==> src/rtl/batt_guard_pkg.sv <==
package batt_guard_pkg;

  typedef enum logic [2:0] {
    ST_NORMAL,
    ST_OVC,
    ST_OVC_SC,
    ST_UDC_STBY,
    ST_UDC_CHG,
    ST_DOC,
    ST_COC
  } guard_state_e;

  localparam int unsigned TM_OVC_DET = 0;
  localparam int unsigned TM_OVC_REL = 1;
  localparam int unsigned TM_UDC_DET = 2;
  localparam int unsigned TM_UDC_REL = 3;
  localparam int unsigned TM_DOC_DET = 4;
  localparam int unsigned TM_DOC_REL = 5;
  localparam int unsigned TM_SC_DET  = 6;
  localparam int unsigned TM_COC_DET = 7;
  localparam int unsigned TM_COC_REL = 8;
  localparam int unsigned N_TMR      = 9;

endpackage

==> src/rtl/batt_guard_qtimer.sv <==
module batt_guard_qtimer #(
  parameter int unsigned DELAY = 4
) (
  input  logic clk_i,
  input  logic rst_ni,
  input  logic tick_i,
  input  logic cond_i,
  output logic done_o
);

  localparam int unsigned CW = (DELAY < 2) ? 1 : $clog2(DELAY + 1);
  localparam logic [CW-1:0] LIMIT = CW'(DELAY);

  logic [CW-1:0] cnt_q;

  always_ff @(posedge clk_i or negedge rst_ni) begin
    if (!rst_ni)                         cnt_q <= '0;
    else if (!cond_i)                    cnt_q <= '0;
    else if (tick_i && cnt_q != LIMIT)   cnt_q <= cnt_q + 1'b1;
  end

  assign done_o = cond_i && (cnt_q == LIMIT);

  AST_QUAL_NO_EARLY: assert property (@(posedge clk_i) disable iff (!rst_ni)
    done_o |-> $past(cond_i));

endmodule

==> src/rtl/batt_guard_fsm.sv <==
module batt_guard_fsm
  import batt_guard_pkg::*;
(
  input  logic             clk_i,
  input  logic             rst_ni,
  input  logic [N_TMR-1:0] done_i,
  input  logic             charger_i,
  input  logic             load_i,
  input  logic             sns_short_i,
  input  logic             cell_wake_i,
  output guard_state_e     state_o
);

  guard_state_e state_q, state_d;

  always_comb begin
    state_d = state_q;
    unique case (state_q)
      ST_NORMAL: begin
        if      (done_i[TM_SC_DET])  state_d = ST_DOC;
        else if (done_i[TM_DOC_DET]) state_d = ST_DOC;
        else if (done_i[TM_UDC_DET]) state_d = ST_UDC_STBY;
        else if (done_i[TM_OVC_DET]) state_d = ST_OVC;
        else if (done_i[TM_COC_DET]) state_d = ST_COC;
      end
      ST_OVC: begin
        if      (done_i[TM_SC_DET])  state_d = ST_OVC_SC;
        else if (done_i[TM_OVC_REL]) state_d = ST_NORMAL;
      end
      ST_OVC_SC:   if (!load_i && !sns_short_i) state_d = ST_OVC;
      ST_UDC_STBY: begin
        if      (charger_i)   state_d = ST_UDC_CHG;
        else if (cell_wake_i) state_d = ST_NORMAL;
      end
      ST_UDC_CHG: begin
        if      (done_i[TM_UDC_REL]) state_d = ST_NORMAL;
        else if (!charger_i)         state_d = ST_UDC_STBY;
      end
      ST_DOC:  if (done_i[TM_DOC_REL]) state_d = ST_NORMAL;
      ST_COC:  if (done_i[TM_COC_REL]) state_d = ST_NORMAL;
      default: state_d = ST_NORMAL;
    endcase
  end

  always_ff @(posedge clk_i or negedge rst_ni) begin
    if (!rst_ni) state_q <= ST_NORMAL;
    else         state_q <= state_d;
  end

  assign state_o = state_q;

  AST_OVC_EXIT_NO_CHARGER: assert property (@(posedge clk_i) disable iff (!rst_ni)
    ($past(state_q == ST_OVC) && state_q == ST_NORMAL) |-> $past(!charger_i));
  AST_SC_BACK_TO_OVC: assert property (@(posedge clk_i) disable iff (!rst_ni)
    (state_q == ST_OVC_SC && !load_i && !sns_short_i) |=> state_q == ST_OVC);
  AST_STBY_CHARGER_WAKE: assert property (@(posedge clk_i) disable iff (!rst_ni)
    (state_q == ST_UDC_STBY && charger_i) |=> state_q == ST_UDC_CHG);
  AST_NO_COC_FROM_UDC: assert property (@(posedge clk_i) disable iff (!rst_ni)
    (state_q == ST_UDC_STBY || state_q == ST_UDC_CHG) |=> state_q != ST_COC);
  AST_DOC_EXIT_NO_LOAD: assert property (@(posedge clk_i) disable iff (!rst_ni)
    ($past(state_q == ST_DOC) && state_q == ST_NORMAL) |-> $past(!load_i));

endmodule

==> src/rtl/batt_guard_outdec.sv <==
module batt_guard_outdec
  import batt_guard_pkg::*;
(
  input  guard_state_e state_i,
  output logic         chg_en_o,
  output logic         dchg_en_o,
  output logic         pullup_o,
  output logic         pulldown_o,
  output logic         standby_o
);

  always_comb begin
    chg_en_o   = 1'b1;
    dchg_en_o  = 1'b1;
    pullup_o   = 1'b0;
    pulldown_o = 1'b0;
    standby_o  = 1'b0;
    unique case (state_i)
      ST_OVC, ST_COC: chg_en_o = 1'b0;
      ST_OVC_SC: begin
        chg_en_o   = 1'b0;
        dchg_en_o  = 1'b0;
        pulldown_o = 1'b1;
      end
      ST_UDC_STBY: begin
        dchg_en_o = 1'b0;
        pullup_o  = 1'b1;
        standby_o = 1'b1;
      end
      ST_DOC: begin
        dchg_en_o  = 1'b0;
        pulldown_o = 1'b1;
      end
      default: ;
    endcase
  end

endmodule

==> src/rtl/batt_guard_ctrl.sv <==
module batt_guard_ctrl
  import batt_guard_pkg::*;
#(
  parameter int unsigned OVC_DET_TICKS = 10000,
  parameter int unsigned OVC_REL_TICKS = 160,
  parameter int unsigned UDC_DET_TICKS = 200,
  parameter int unsigned UDC_REL_TICKS = 11,
  parameter int unsigned DOC_DET_TICKS = 120,
  parameter int unsigned DOC_REL_TICKS = 40,
  parameter int unsigned SC_DET_TICKS  = 4,
  parameter int unsigned COC_DET_TICKS = 160,
  parameter int unsigned COC_REL_TICKS = 40
) (
  input  logic clk_i,
  input  logic rst_ni,
  input  logic tick_i,
  input  logic cell_ovc_i,
  input  logic cell_ovc_rel_i,
  input  logic cell_udc_i,
  input  logic cell_udc_rel_i,
  input  logic cell_wake_i,
  input  logic sns_doc_i,
  input  logic sns_doc_rel_i,
  input  logic sns_short_i,
  input  logic sns_coc_i,
  input  logic sns_coc_rel_i,
  input  logic charger_i,
  input  logic load_i,
  output logic chg_en_o,
  output logic dchg_en_o,
  output logic sns_pullup_o,
  output logic sns_pulldown_o,
  output logic standby_o
);

  localparam int unsigned DLY [N_TMR] = '{
    OVC_DET_TICKS, OVC_REL_TICKS, UDC_DET_TICKS, UDC_REL_TICKS,
    DOC_DET_TICKS, DOC_REL_TICKS, SC_DET_TICKS, COC_DET_TICKS, COC_REL_TICKS
  };

  guard_state_e     state;
  logic [N_TMR-1:0] cond, done;

  // each timer is gated by the mode it qualifies in, so leaving the mode clears it
  always_comb begin
    cond             = '0;
    cond[TM_OVC_DET] = (state == ST_NORMAL) && cell_ovc_i;
    cond[TM_OVC_REL] = (state == ST_OVC) && !charger_i && cell_ovc_rel_i;
    cond[TM_UDC_DET] = (state == ST_NORMAL) && cell_udc_i;
    cond[TM_UDC_REL] = (state == ST_UDC_CHG) && cell_udc_rel_i;
    cond[TM_DOC_DET] = (state == ST_NORMAL) && sns_doc_i;
    cond[TM_DOC_REL] = (state == ST_DOC) && !load_i && sns_doc_rel_i;
    cond[TM_SC_DET]  = ((state == ST_NORMAL) || (state == ST_OVC)) && sns_short_i;
    cond[TM_COC_DET] = (state == ST_NORMAL) && sns_coc_i;
    cond[TM_COC_REL] = (state == ST_COC) && !charger_i && sns_coc_rel_i;
  end

  for (genvar g = 0; g < N_TMR; g++) begin : g_tmr
    batt_guard_qtimer #(.DELAY(DLY[g])) i_tmr (
      .clk_i  (clk_i),
      .rst_ni (rst_ni),
      .tick_i (tick_i),
      .cond_i (cond[g]),
      .done_o (done[g])
    );
  end

  batt_guard_fsm i_fsm (
    .clk_i       (clk_i),
    .rst_ni      (rst_ni),
    .done_i      (done),
    .charger_i   (charger_i),
    .load_i      (load_i),
    .sns_short_i (sns_short_i),
    .cell_wake_i (cell_wake_i),
    .state_o     (state)
  );

  batt_guard_outdec i_dec (
    .state_i    (state),
    .chg_en_o   (chg_en_o),
    .dchg_en_o  (dchg_en_o),
    .pullup_o   (sns_pullup_o),
    .pulldown_o (sns_pulldown_o),
    .standby_o  (standby_o)
  );

  AST_PULL_EXCLUSIVE: assert property (@(posedge clk_i) disable iff (!rst_ni)
    !(sns_pullup_o && sns_pulldown_o));
  AST_STBY_DCHG_OFF: assert property (@(posedge clk_i) disable iff (!rst_ni)
    standby_o |-> (!dchg_en_o && chg_en_o));
  AST_STBY_LEAVES_CHG: assert property (@(posedge clk_i) disable iff (!rst_ni)
    (standby_o && charger_i) |=> (!standby_o && dchg_en_o));

endmodule

==> config.mk <==
export PLATFORM = sky130hd
export DESIGN_NAME = batt_guard_ctrl
export DESIGN_NICKNAME = d
export VERILOG_FILES = /design/src/rtl/batt_guard_pkg.sv /design/src/rtl/batt_guard_qtimer.sv /design/src/rtl/batt_guard_fsm.sv /design/src/rtl/batt_guard_outdec.sv /design/src/rtl/batt_guard_ctrl.sv
export SDC_FILE = /design/constraint.sdc
export NUM_CORES = 1
export LEC_CHECK = 0
export ABC_AREA = 1
export BUFFER_PORTS_ARGS = -buffer_cell sky130_fd_sc_hd__buf_2
export CAP_MARGIN = 10
export CORE_MARGIN = 2
export CORE_UTILIZATION = 40
export DETAILED_ROUTE_END_ITERATION = 8
export GPL_TIMING_DRIVEN = 0
export REMOVE_ABC_BUFFERS = 1
export SYNTH_ARGS = -nofsm -noshare
export SYNTH_HDL_FRONTEND = slang
export SYNTH_SLANG_ARGS = --single-unit
==> constraint.sdc <==
create_clock -name clk_i -period 1.86 [get_ports clk_i]
set_input_delay 0.093 -clock clk_i [delete_from_list [all_inputs] [get_ports clk_i]]
set_output_delay 0.093 -clock clk_i [all_outputs]
set_load 0.05 [all_outputs]
==> results.json, run 1 <==
{
  "wl_per_cell_um": 11.6,
  "syn-cell-area_um2": 4210,
  "gp_congestion": 0.842,
  "relSlewSlack": 0.418,
  "hp-class": "input port to flip-flop",
  "hpwlAfterDp_mm": 6.01,
  "fin_setup_tns_ns": 0,
  "critPathCaptureType": "flip-flop",
  "multi_input_area_um2": 2160,
  "cpMostUsedCell": "nand2_1",
  "yosysWarnings": 0,
  "rsz0062_at_grt": "false",
  "whs_ns": 0.0775,
  "core_um2": 10300,
  "start_util": 0.409,
  "grt_max_degree": 68,
  "finalInstanceArea_um2": 4680,
  "cp_data_arrival_time_ns": 2.01,
  "drv_cap": 0,
  "postRouteAntennaNets": 0,
  "ys_seq_elements": 67,
  "synthCells": 551,
  "grt_overflow": 0,
  "syn2layout_area_growth_pct": 11.2,
  "grt_usage": 0.159,
  "dieWidth_um": 107,
  "vias_per_cell": 4.89,
  "critPathSlowestCell": "dfrtp_1",
  "htreeDepth": 3,
  "fillCellCount": 1043,
  "finClkSkew_ns": 0.00722,
  "drt_iter0_drc": 128,
  "io_pins": 20,
  "hold_viol": 0,
  "path_clk_slew_ns": 0.07,
  "wirelength_mm": 8.35,
  "power_density_nw_per_um2": 902,
  "peakVddDrop_mv": 0.454,
  "min_period_over_period": 0.953,
  "clk_latency_ns": 0.35,
  "avgSynthCellArea_um2": 7.64,
  "cp_max_fo": 18,
  "cts.sinks": 67,
  "cp_cell_sequence": "nor2_2 > nand2_4 > nor2_4 > buf_4 > nand2_8 > nand2_1 > o21ai_0 > nand2_1 > nor2_1",
  "path_class": "flip-flop to flip-flop",
  "final-max-slew-violation-count": 0,
  "power_uw": 4220,
  "crit_cells": 9,
  "io_buffers": 19,
  "vias": 3529,
  "fin_crit_ns": 1.77,
  "crit_required_ns": 2.10,
  "start_kind": "flip-flop",
  "rows": 37,
  "fmax_ghz": 0.564,
  "setup_viol": 0,
  "seq_area_um2": 1680,
  "drcViolationCount": 0,
  "cts_root_buffer": "clkbuf_8",
  "die_area_um2": 11400,
  "status": "completed",
  "clock_path_buffers": 2,
  "yosysSeqAreaShare": 0.398,
  "path_buf_inv": 1,
  "grt_pass1_wl_mm": 14.6,
  "dr.pass1.iters": 4,
  "grt_pass1_vias": 3335,
  "worst_pin_slew_ns": 0.873,
  "r2r_cells": 9,
  "numCtsBuffers": 9,
  "power.leakage_uw": 0.00205,
  "antenna_found_initial": 0,
  "ys_types": 38,
  "place_area_um2": 4440,
  "cp_slowest_stage_delay_ns": 0.44,
  "cts_tree": "done",
  "final_nets": 613,
  "hold_path_depth": 3,
  "cp_top_family": "simple AND/OR/NAND/NOR gates",
  "die_h_um": 107,
  "drive_gt1_frac": 0.150,
  "num_antenna_cells": 0
}
-- final timing paths --
check                      slack, ns                    start                      end
hold reg to reg                 0.46  g_tmr[3].i_tmr.cnt_q[3]  g_tmr[3].i_tmr.cnt_q[3]
max in group asynchronous       0.88                   rst_ni  g_tmr[7].i_tmr.cnt_q[5]
min in group asynchronous       0.38                   rst_ni  g_tmr[7].i_tmr.cnt_q[3]
setup reg to reg                0.09         i_fsm.state_o[1]  g_tmr[0].i_tmr.cnt_q[4]
setup / recovery                0.09         i_fsm.state_o[1]  g_tmr[0].i_tmr.cnt_q[4]
hold / removal                  0.08              sns_short_i  g_tmr[6].i_tmr.cnt_q[0]
-- metrics by stage --
| stage | utilization | setup slack (ns) | cells |
|---|---|---|---|
| detailed placement | 0.432 | -0.0772 | 701 |
| finish | 0.455 | 0.0874 | 721 |
| CTS | 0.452 | 0.0742 | 719 |
| floorplan | - | -0.690 | 546 |
| global placement | 0.432 | -0.0333 | 701 |
| global route | 0.455 | 0.00478 | 721 |
-- state kept, by name, summed over array words and instances (netlist names) --
signal and flops:
g_tmr.i_tmr.cnt_q 64, i_fsm.state_o 3
-- final cells by class --
cell class | instances | share of cell area
Tap cell | 136 | 0.0364
Clock buffer | 13 | 0.0361
Multi-Input combinational cell | 385 | 0.461
Sequential cell | 67 | 0.358
Timing Repair Buffer | 24 | 0.0294
Clock inverter | 2 | 0.00214
Inverter | 94 | 0.0765
-- logic make-up (layout without fill, tap and decap cells) --
family / after synthesis / after routing / share of synthesized area
XOR/XNOR: 10 / 10 / 0.0208
buffers and inverters: 99 / 133 / 0.0937
adder cells (fa/ha/maj): 17 / 17 / 0.0505
AND/OR/NAND/NOR: 267 / 267 / 0.317
flip-flops: 67 / 67 / 0.398
AO/OA/AOI/OAI: 91 / 91 / 0.120
-- Yosys cell counts, drive strengths merged --
cell type / number / share of area
a211oi: 2 / 0.0036
a21boi: 1 / 0.0018
a21oi: 33 / 0.042
and3: 1 / 0.0015
buf: 5 / 0.0086
clkinv: 1 / 0.00089
dfrtp: 67 / 0.40
ha: 17 / 0.051
inv: 93 / 0.084
nand2: 109 / 0.11
nand3: 56 / 0.073
nand3b: 1 / 0.0018
nand4: 10 / 0.015
nor2: 67 / 0.085
nor3: 21 / 0.030
nor3b: 1 / 0.0030
nor4: 1 / 0.0015
o21a: 2 / 0.0036
o21ai: 52 / 0.067
o31ai: 1 / 0.0018
xor2: 10 / 0.021
-- layer usage --
metal | wire (um) | GRT usage | vias up
li1 | - | - | 1845
met3 | 266 | 0.0417 | 17
met1 | 4050 | 0.204 | 1614
met2 | 3900 | 0.259 | 53
met5 | 0 | 0 | -
met4 | 133 | 0.0584 | 0
-- report_power, final --
part	total, uW	switching, uW	internal, uW
clock	1130	547	582
sequential	1620	78.1	1540
combinational	1470	1030	435
-- cells in the final DEF (no fill, tap or decap), types with 12 or more instances in the layout --
cell,n
nand2_1,96
inv_1,84
dfrtp_1,67
nor2_1,53
nand3_1,52
o21ai_0,44
a21oi_1,30
nor3_1,18
buf_2,18
ha_1,17
clkbuf_8,12
-- worst min-delay path, delay by kind of cell --
| family | cells | cell delay, ns |
|---|---|---|
| simple gates | 2 | 0.18 |
| buf+inv | 1 | 0.11 |
-- repair_timing --
action                                  in CTS  in global routing
hold buffers                                 1                  0
pin swaps                                    1                  1
resized for setup                            0                  5
hold endpoints to repair                    67                  0
setup buffers                                2                  2
endpoints found under the setup margin       7                  8
gates cloned                                 0                  0
Power figures use the tool's default switching activity.
==> run 2: changes to the inputs <==
--- a/config.mk
+++ b/config.mk
@@ -8,10 +8,13 @@
 export ABC_AREA = 1
 export BUFFER_PORTS_ARGS = -buffer_cell sky130_fd_sc_hd__buf_2
 export CAP_MARGIN = 10
+export CELL_PAD_IN_SITES_DETAIL_PLACEMENT = 0
+export CELL_PAD_IN_SITES_GLOBAL_PLACEMENT = 1
 export CORE_MARGIN = 2
 export CORE_UTILIZATION = 40
 export DETAILED_ROUTE_END_ITERATION = 8
 export GPL_TIMING_DRIVEN = 0
+export PLACE_DENSITY_LB_ADDON = 0.1
 export REMOVE_ABC_BUFFERS = 1
 export SYNTH_ARGS = -nofsm -noshare
 export SYNTH_HDL_FRONTEND = slang
==> results.json, run 2 (synthesized netlist as in run 1, its figures left out) <==
{
  "status": "completed",
  "power_switching_uw": 1690,
  "setup_ws_ns": 0.154,
  "min_period_over_period": 0.917,
  "regMostFlops": "g_tmr.i_tmr.cnt_q",
  "dieWidth_um": 107,
  "power_density_nw_per_um2": 918,
  "peakVddDrop_mv": 0.403,
  "sw_frac_of_total": 0.392,
  "r2r_setup_slack_ns": 0.17,
  "path_buf_inv": 2,
  "cp_cell_sequence": "inv_2 > nand2_1 > nor2_1 > buf_2",
  "min_to": "g_tmr[6].i_tmr.cnt_q[0]",
  "hp-class": "input port to flip-flop",
  "start_kind": "flip-flop",
  "vias_per_cell": 4.86,
  "grt_pass1_vias": 3369,
  "final_nets": 612,
  "rsz0062_at_grt": "true",
  "path_clk_slew_ns": 0.07,
  "cp_data_arrival_time_ns": 1.61,
  "mostFrequentLayoutCell": "nand2_1",
  "finClkSkew_ns": 0.00916,
  "critPathCaptureType": "output pin",
  "grt_max_degree": 35,
  "wirelength_mm": 8.75,
  "dr.pass1.iters": 4,
  "postRouteAntennaNets": 0,
  "pwr-share-seq": 0.376,
  "drive_gt1_frac": 0.150,
  "vias": 3506,
  "p_int_uw": 2610,
  "finalInstanceArea_um2": 4690,
  "numCtsBuffers": 9,
  "drcViolationCount": 0,
  "setup_viol": 0,
  "cp_slowest_stage_delay_ns": 0.43,
  "mostFrequentLayoutCells": "95 x nand2_1, 85 x inv_1, 67 x dfrtp_1, 53 x nor2_1, 52 x nand3_1",
  "hold_viol": 0,
  "fmax_ghz": 0.586,
  "core_um2": 10300,
  "clock_path_buffers": 2,
  "wl_per_cell_um": 12.1,
  "whs_ns": 0.0934,
  "crit_required_ns": 1.77,
  "power.leakage_uw": 0.00206,
  "power_frac_clock": 0.286,
  "cts_tree": "done",
  "syn2layout_area_growth_pct": 11.4,
  "io_buffers": 19,
  "hold_path_depth": 3,
  "rr_endpoint": "i_fsm.state_o[2]",
  "fin_crit_ns": 1.71,
  "combPwrFrac": 0.338,
  "num_antenna_cells": 0,
  "rows": 37,
  "cp_top_family": "buffers and inverters",
  "io_pins": 20,
  "crit_cells": 4,
  "relSlewSlack": 0.681,
  "clk_latency_ns": 0.34,
  "dp_slack_ns": -0.0499,
  "hp-start": "sns_short_i",
  "cp_max_fo": 6,
  "grt_usage": 0.172,
  "worst_pin_slew_ns": 0.479,
  "power_uw": 4300,
  "die_h_um": 107,
  "die_area_um2": 11400,
  "cts_root_buffer": "clkbuf_8",
  "critPathSlowestCell": "dfrtp_1",
  "grt_pass1_wl_mm": 15.7,
  "timing.rr.start": "i_fsm.state_o[1]",
  "cts.sinks": 67,
  "drv_cap": 0,
  "place_area_um2": 4460,
  "hpwlAfterDp_mm": 6.66,
  "gp_congestion": 0.831,
  "antenna_found_initial": 0,
  "r2r_cells": 10,
  "path_class": "flip-flop to output pin",
  "htreeDepth": 3,
  "start_util": 0.409,
  "drt_iter0_drc": 166,
  "grt_overflow": 0,
  "final-max-slew-violation-count": 0,
  "largest_reg_flops": 64
}
run 2: how the worst max path moves through the flow:
stage	from	end	slack [ns]
after CTS	g_tmr[0].i_tmr.cnt_q[0]	g_tmr[0].i_tmr.cnt_q[4]	0.08
after global placement	i_fsm.state_o[1]	g_tmr[0].i_tmr.cnt_q[4]	-0.05
after detailed placement	i_fsm.state_o[1]	g_tmr[0].i_tmr.cnt_q[2]	-0.05
after floorplan	i_fsm.state_o[2]	i_fsm.state_o[2]	-0.69
final	i_fsm.state_o[2]	sns_pullup_o	0.15
after global routing	g_tmr[0].i_tmr.cnt_q[0]	g_tmr[0].i_tmr.cnt_q[4]	-0.02
run 2: final cells by class:
class,count,area (um^2)
fill,1068,5590
multi-input combinational,385,2140
inverter,94,358
clock inverter,5,52.6
clock buffer,11,141
sequential,67,1680
tap,136,170
timing repair buffer,23,143
run 2: tightest hold or removal path, stage by stage:
cell     delay, ns
buf_2         0.11
nand3_1       0.12
nor2_1        0.06
run 2: timing repair:
item | in CTS | in global routing
endpoints found under the hold margin | 33 | 0
hold buffers | 1 | 0
resized for setup | 0 | 3
pin swaps | 1 | 1
setup endpoints to repair | 4 | 12
gates cloned | 0 | 0
setup buffers | 2 | 0
run 2: through the flow:
step,util,TNS [ns],instances
global route,0.456,-0.0253,721
global placement,0.432,-0.104,701
finish,0.456,0,721
detailed placement,0.434,-0.0958,702
CTS,0.455,0,721
floorplan,-,-2.35,546
run 2: power groups by stage:
stage	combinational (uW)	sequential, uW	clock (uW)
after floorplan	1110	1630	0
after global routing	1640	1630	1340
after detailed placement	1440	1650	0
after CTS	1470	1620	1270
after global placement	1420	1650	0
final	1450	1620	1230
run 2: metal layers:
layer	wire length, um	GRT usage	vias to the layer above
met3	166	0.0392	4
met4	52	0.0417	0
met5	0	0	-
li1	-	-	1849
met2	4000	0.268	26
met1	4530	0.242	1627
